### config.mk
export PLATFORM = sky130hd
export DESIGN_NAME = tce_timer_compare
export DESIGN_NICKNAME = d
export VERILOG_FILES = /design/src/rtl/tce_pkg.sv /design/src/rtl/tce_counter.sv /design/src/rtl/tce_evt_ctrl.sv /design/src/rtl/tce_sticky.sv /design/src/rtl/tce_timer_compare.sv
export SDC_FILE = /design/constraint.sdc
export NUM_CORES = 1
export LEC_CHECK = 0
export ABC_AREA = 1
export ABC_CLOCK_PERIOD_IN_PS = 1800
export BUFFER_PORTS_ARGS = -buffer_cell sky130_fd_sc_hd__buf_2
export CORE_ASPECT_RATIO = 0.8
export CORE_UTILIZATION = 29
export CTS_CLUSTER_SIZE = 40
export DETAILED_ROUTE_END_ITERATION = 16
export SETUP_SLACK_MARGIN = 0.15
export SLEW_MARGIN = 20
export SYNTH_ARGS = -nofsm -noshare
export SYNTH_HDL_FRONTEND = slang
export SYNTH_SLANG_ARGS = --single-unit
### constraint.sdc
create_clock -name clk -period 1.8 [get_ports clk]
set_clock_uncertainty 0.05 [all_clocks]
set_input_delay 0.27 -clock clk [delete_from_list [all_inputs] [get_ports clk]]
set_output_delay 0.27 -clock clk [all_outputs]
set_load 0.005 [all_outputs]
### src/rtl/tce_pkg.sv
package tce_pkg;

    // action applied to the counter on a clock edge
    typedef enum logic [1:0] {
        ACT_HOLD = 2'd0,
        ACT_INC  = 2'd1,
        ACT_ZERO = 2'd2
    } tmr_act_e;

    // per-cycle event decisions
    typedef struct packed {
        logic     match;
        logic     evt;
        tmr_act_e act;
    } evt_ctl_t;

    function automatic logic mode_hit(input logic [3:0] mode, input logic [3:0] code);
        return mode == code;
    endfunction

endpackage

### src/rtl/tce_counter.sv
module tce_counter
    import tce_pkg::*;
#(
    parameter int W = 16
) (
    input  logic         clk,
    input  logic         rst,
    input  tmr_act_e     act,
    output logic [W-1:0] cnt,
    output logic         wrap
);
    localparam logic [W-1:0] CNT_MAX = {W{1'b1}};

    always_ff @(posedge clk) begin
        if (rst) begin
            cnt <= '0;
        end else begin
            unique case (act)
                ACT_INC:  cnt <= cnt + 1'b1;
                ACT_ZERO: cnt <= '0;
                default:  cnt <= cnt;
            endcase
        end
    end

    assign wrap = (act == ACT_INC) && (cnt == CNT_MAX);

    p_zero_load_r7: assert property (@(posedge clk) disable iff (rst)
        act == ACT_ZERO |=> cnt == '0);

    p_hold_r2: assert property (@(posedge clk) disable iff (rst)
        act == ACT_HOLD |=> $stable(cnt));

endmodule

### src/rtl/tce_evt_ctrl.sv
module tce_evt_ctrl
    import tce_pkg::*;
#(
    parameter int          W        = 16,
    parameter int          MW       = 4,
    parameter logic [MW-1:0] EVT_CODE = 4'b1011
) (
    input  logic          clk,
    input  logic          rst,
    input  logic [MW-1:0] mode,
    input  logic [W-1:0]  tmr,
    input  logic [W-1:0]  cmp,
    input  logic          tick,
    input  logic          cmp_wr,
    output evt_ctl_t      ctl
);
    logic in_mode;
    logic seen_q;
    logic pend_q;
    logic zero_now;

    assign in_mode   = mode_hit(mode, EVT_CODE);
    assign ctl.match = in_mode && (tmr == cmp);
    assign ctl.evt   = ctl.match && !seen_q;
    assign zero_now  = in_mode && tick && (ctl.evt || pend_q) && !cmp_wr;
    assign ctl.act   = zero_now ? ACT_ZERO : (tick ? ACT_INC : ACT_HOLD);

    always_ff @(posedge clk) begin
        if (rst) begin
            seen_q <= 1'b0;
            pend_q <= 1'b0;
        end else begin
            // equality stays "seen" until the clear re-opens it
            seen_q <= ctl.match && !zero_now;
            if (!in_mode || zero_now || cmp_wr)
                pend_q <= 1'b0;
            else if (ctl.evt)
                pend_q <= 1'b1;
        end
    end

    p_zero_in_mode_r4: assert property (@(posedge clk) disable iff (rst)
        ctl.act == ACT_ZERO |-> in_mode && tick);

    p_cancel_r8: assert property (@(posedge clk) disable iff (rst)
        (cmp_wr && tick) |-> ctl.act == ACT_INC);

endmodule

### src/rtl/tce_sticky.sv
module tce_sticky (
    input  logic clk,
    input  logic rst,
    input  logic set,
    input  logic clr,
    output logic q
);
    always_ff @(posedge clk) begin
        if (rst)      q <= 1'b0;
        else if (set) q <= 1'b1;
        else if (clr) q <= 1'b0;
    end

    p_set_wins_r9: assert property (@(posedge clk) disable iff (rst)
        set |=> q);

    p_clear_r9: assert property (@(posedge clk) disable iff (rst)
        (clr && !set) |=> !q);

    p_hold_r9: assert property (@(posedge clk) disable iff (rst)
        (!clr && !set) |=> q == $past(q));

endmodule

### src/rtl/tce_timer_compare.sv
module tce_timer_compare
    import tce_pkg::*;
#(
    parameter int            W         = 16,
    parameter int            MW        = 4,
    parameter logic [MW-1:0] EVT_CODE  = 4'b1011,
    parameter bit            TRIG_CHAN = 1'b1
) (
    input  logic          clk,
    input  logic          rst,
    input  logic          tick_en,
    input  logic [MW-1:0] mode,
    input  logic          cmp_wr,
    input  logic [W-1:0]  cmp_wdata,
    input  logic          adc_en,
    input  logic          cmp_flag_clr,
    input  logic          ovf_flag_clr,
    output logic [W-1:0]  tmr_val,
    output logic          cmp_flag,
    output logic          ovf_flag,
    output logic          conv_start
);
    localparam logic [W-1:0] TOP_VAL = {W{1'b1}};

    logic [W-1:0] cmp_q;
    logic         wrap;
    evt_ctl_t     ctl;

    always_ff @(posedge clk) begin
        if (rst)         cmp_q <= '0;
        else if (cmp_wr) cmp_q <= cmp_wdata;
    end

    tce_evt_ctrl #(.W(W), .MW(MW), .EVT_CODE(EVT_CODE)) u_ctrl (
        .clk    (clk),
        .rst    (rst),
        .mode   (mode),
        .tmr    (tmr_val),
        .cmp    (cmp_q),
        .tick   (tick_en),
        .cmp_wr (cmp_wr),
        .ctl    (ctl)
    );

    tce_counter #(.W(W)) u_cnt (
        .clk  (clk),
        .rst  (rst),
        .act  (ctl.act),
        .cnt  (tmr_val),
        .wrap (wrap)
    );

    tce_sticky u_cmp_flag (
        .clk (clk), .rst (rst), .set (ctl.evt), .clr (cmp_flag_clr), .q (cmp_flag)
    );

    tce_sticky u_ovf_flag (
        .clk (clk), .rst (rst), .set (wrap), .clr (ovf_flag_clr), .q (ovf_flag)
    );

    generate
        if (TRIG_CHAN) begin : g_trig
            logic conv_q;
            always_ff @(posedge clk) begin
                if (rst) conv_q <= 1'b0;
                else     conv_q <= ctl.evt && adc_en;
            end
            assign conv_start = conv_q;
        end else begin : g_no_trig
            assign conv_start = 1'b0;
        end
    endgenerate

    p_ovf_rollover_r3: assert property (@(posedge clk) disable iff (rst)
        $rose(ovf_flag) |-> $past(tmr_val) == TOP_VAL && tmr_val == '0);

    p_flag_mode_r4: assert property (@(posedge clk) disable iff (rst)
        $rose(cmp_flag) |-> $past(mode) == EVT_CODE && $past(tmr_val) == $past(cmp_q));

    p_conv_gate_r6: assert property (@(posedge clk) disable iff (rst)
        conv_start |-> $past(adc_en) && cmp_flag);

endmodule

==> flow_summary.toml <==
[timing]
finalHoldViolations = 0
max_freq_mhz = 597.7
slew_viol_final = 0
setup_viol = 0
max-slew-margin-rel = 0.6280
period_share = 0.9295
rsz0062_at_grt = "true"
fin_crit_ns = 1.673
tightest_slew_ns = 0.5574
holdWs_ns = 0.1289

[drt]
wl_per_cell_um = 12.12
drt_pass1_iterations = 4
drc = 0
vias = 1739
drtIter0Drc = 67
ant_nets = 0
routed_wl_um = 4703
via_per_inst = 4.482

[yosys]
synth_seq_cells = 37
synth-compound-area-share = 0.1138
synth.cell_area_um2 = 1759
syn-num-nets = 275
synth_cell_type_count = 30
synthFlopType = "dfxtp_1"
synth_area_leaders = "dfxtp_1, nand2_1, nor2_1"
synth_top_family_by_area = "simple AND/OR/NAND/NOR gates"
yosysSeqAreaShare = 0.4211
postSynthAreaPerCell_um2 = 7.122
syn-instance-count = 247
synth_edf_count = 0
yosysTopAreaCell = "dfxtp_1"
synthAdderAreaFrac = 0.007112
yosysWarningCount = 0
yosysTopAreaCellShare = 0.4211
synthSimpleGateAreaFrac = 0.2973
synth_xor_area_frac = 0.07468
yosysMostFrequentCell = "nand2_1"
synth_common_cells = "nand2_1, nor2_1, dfxtp_1"
synth_mux_area_frac = 0
synthArstFlopShare = 0

[setup_path]
crit_slowest_cell = "dfxtp_4"
rr_worst_depth = 9
worstPathMaxFanout = 6
timing.critical_path.mode_cell = "nand2_1"
crit_path_end_kind = "flop"
worstReg2RegEnd = "u_cnt.cnt[15]"
critPathArrivalTime_ns = 1.82
cp-start-kind = "flop"
cp.required_ns = 1.94
path_delay_family = "simple AND/OR/NAND/NOR gates"
r2r_start = "u_cnt.cnt[5]"
critPathMaxStageDelay_ns = 0.38
r2r_slack_ns = 0.13
worstSetupPathType = "reg -> reg"
path_cells = "nand2_1, inv_2, nand3_1, nor3_2, nand3_2, nor2_4, nand2_1, xor2_1, nor2_2"
crit_buf_inv = 1

[clock_network]
cts_buffers = 5
cts_tree = "yes"
clock_path_buffers = 2
clk_latency_ns = 0.30
cts.sinks = 37
clk_pin_slew_worst_paths_ns = 0.07
htree_levels = 2
root_buffer = "clkbuf_8"

[global_route]
grt_first_pass_wirelength_um = 7410
grt_max_degree = 13
antenna_found_initial = 0
overflow = 0
grtUsageTotal = 0.1576
grt_pass1_vias = 1579

[status]
status = "complete, no violations"

[power_and_ir_drop]
power_density_nw_per_um2 = 694.0
p_sw_w = 0.0004205
p_clk_frac = 0.377
seqPwrFrac = 0.509
power_leakage_nw = 1.117
ir_drop_mv = 0.3865
power_frac_comb = 0.114
intPower_w = 0.001276
power.share.switching = 0.2479

[placement]
dp.cells = 374
globalplace.congestion = 0.8973
io_buffers = 45
place_area_um2 = 2126
place_hpwl_um = 3331

[layout]
fin_area_um2 = 2445
final_util = 0.4331
drive_gt1_frac = 0.3935
area_delta_synth_final_pct = 38.98
antennaDiodeCount = 0
fin_cells = 388
fin_nets = 337

[floorplan]
coreArea_um2 = 5645
start_util = 0.3116
fp.dieH_um = 71.66
ios = 46
std_cell_rows = 24
die_area_um2 = 6383
die_x_um = 89.08

[job]
maxCapViolCount = 0

[worst_hold_path]
min_to = "u_cmp_flag.q"
hold_class = "in -> reg"
min_from = "rst"
hold_depth = 2
==> layout by cell type, fill, tap and decap left out, drive strengths merged <==
cell / count
nor3: 2
a21oi: 12
inv: 30
xnor2: 4
buf: 61
a31oi: 1
a311oi: 1
ha: 1
o21ai: 25
nand3: 9
nor3b: 1
nor2: 47
nand4: 3
clkbuf: 7
dfxtp: 37
or2: 3
nand2: 51
nor4: 1
nand3b: 2
clkinv: 1
xor2: 11
==> area by class of cell <==
class,instances,area (µm²)
inverters,30,112.6
multi-input cells,174,1023
well taps,78,97.59
repair buffers,61,349.1
clock buffers,7,96.34
clock inverters,1,5.005
fillers,605,3201
flip-flops and latches,37,760.7
==> sequential cells by signal, summed over array words and instances, names as in the netlist <==
register / flops
cmp_q: 16
conv_start: 1
u_cmp_flag.q: 1
u_cnt.cnt: 16
u_ctrl.pend_q: 1
u_ctrl.seen_q: 1
u_ovf_flag.q: 1
==> metal layers <==
| layer | global-route usage | wire length [µm] |
|---|---|---|
| met5 | 0 | 0 |
| met4 | 0.05115 | 56 |
| met3 | 0.05184 | 345 |
| met2 | 0.2214 | 1972 |
| met1 | 0.2259 | 2329 |
==> cells by family after synthesis <==
logic type	count (synthesis)
and+or+nand+nor	118
AOI/OAI and AO/OA	39
buffers and inverters	37
DFF	37
xor gates and xnor gates	15
adders and majority gates	1
==> through the flow <==
| stage | total power, W | setup TNS [ns] | setup slack [ns] |
|---|---|---|---|
| 5_1_grt | 0.001794 | -0.03135 | -0.02286 |
| 2_1_floorplan | 0.0009817 | 0 | 0.1603 |
| 4_1_cts | 0.001702 | 0 | 0.1296 |
| 3_5_place_dp | 0.001049 | 0 | 0.001439 |
| 6_report | 0.001697 | 0 | 0.1270 |
| 3_3_place_gp | 0.001048 | 0 | 0.07630 |
==> worst max path at each step <==
stage                     cells after the start             to          from  slack, ns
final                                         9  u_cnt.cnt[15]  u_cnt.cnt[5]       0.13
after detailed placement                      9  u_cnt.cnt[14]  u_cnt.cnt[1]      0.001
after CTS                                     9  u_cnt.cnt[14]  u_cnt.cnt[1]       0.13
after global placement                        9  u_cnt.cnt[14]  u_cnt.cnt[1]       0.08
after floorplan                               9  u_cnt.cnt[14]  u_cnt.cnt[1]       0.16
after global routing                         12   u_ovf_flag.q  u_cnt.cnt[1]      -0.02
==> power groups by stage <==
stage / Sequential [W] / Clock [W] / Combinational, W
2_1_floorplan: 0.000882 / 0 / 0.000100
3_3_place_gp: 0.000884 / 0 / 0.000165
3_5_place_dp: 0.000884 / 0 / 0.000165
4_1_cts: 0.000864 / 0.000656 / 0.000181
5_1_grt: 0.000867 / 0.000705 / 0.000222
6_report: 0.000864 / 0.000639 / 0.000194
==> timing repair <==
item                                    in CTS  in global routing
buffers inserted                             3                  2
resized for setup                           22                 35
endpoints found under the setup margin      15                 18
cloned                                       1                  0
pin swaps                                    7                 10
hold buffers                                 0                  0
(Power assumes the default switching activity.)
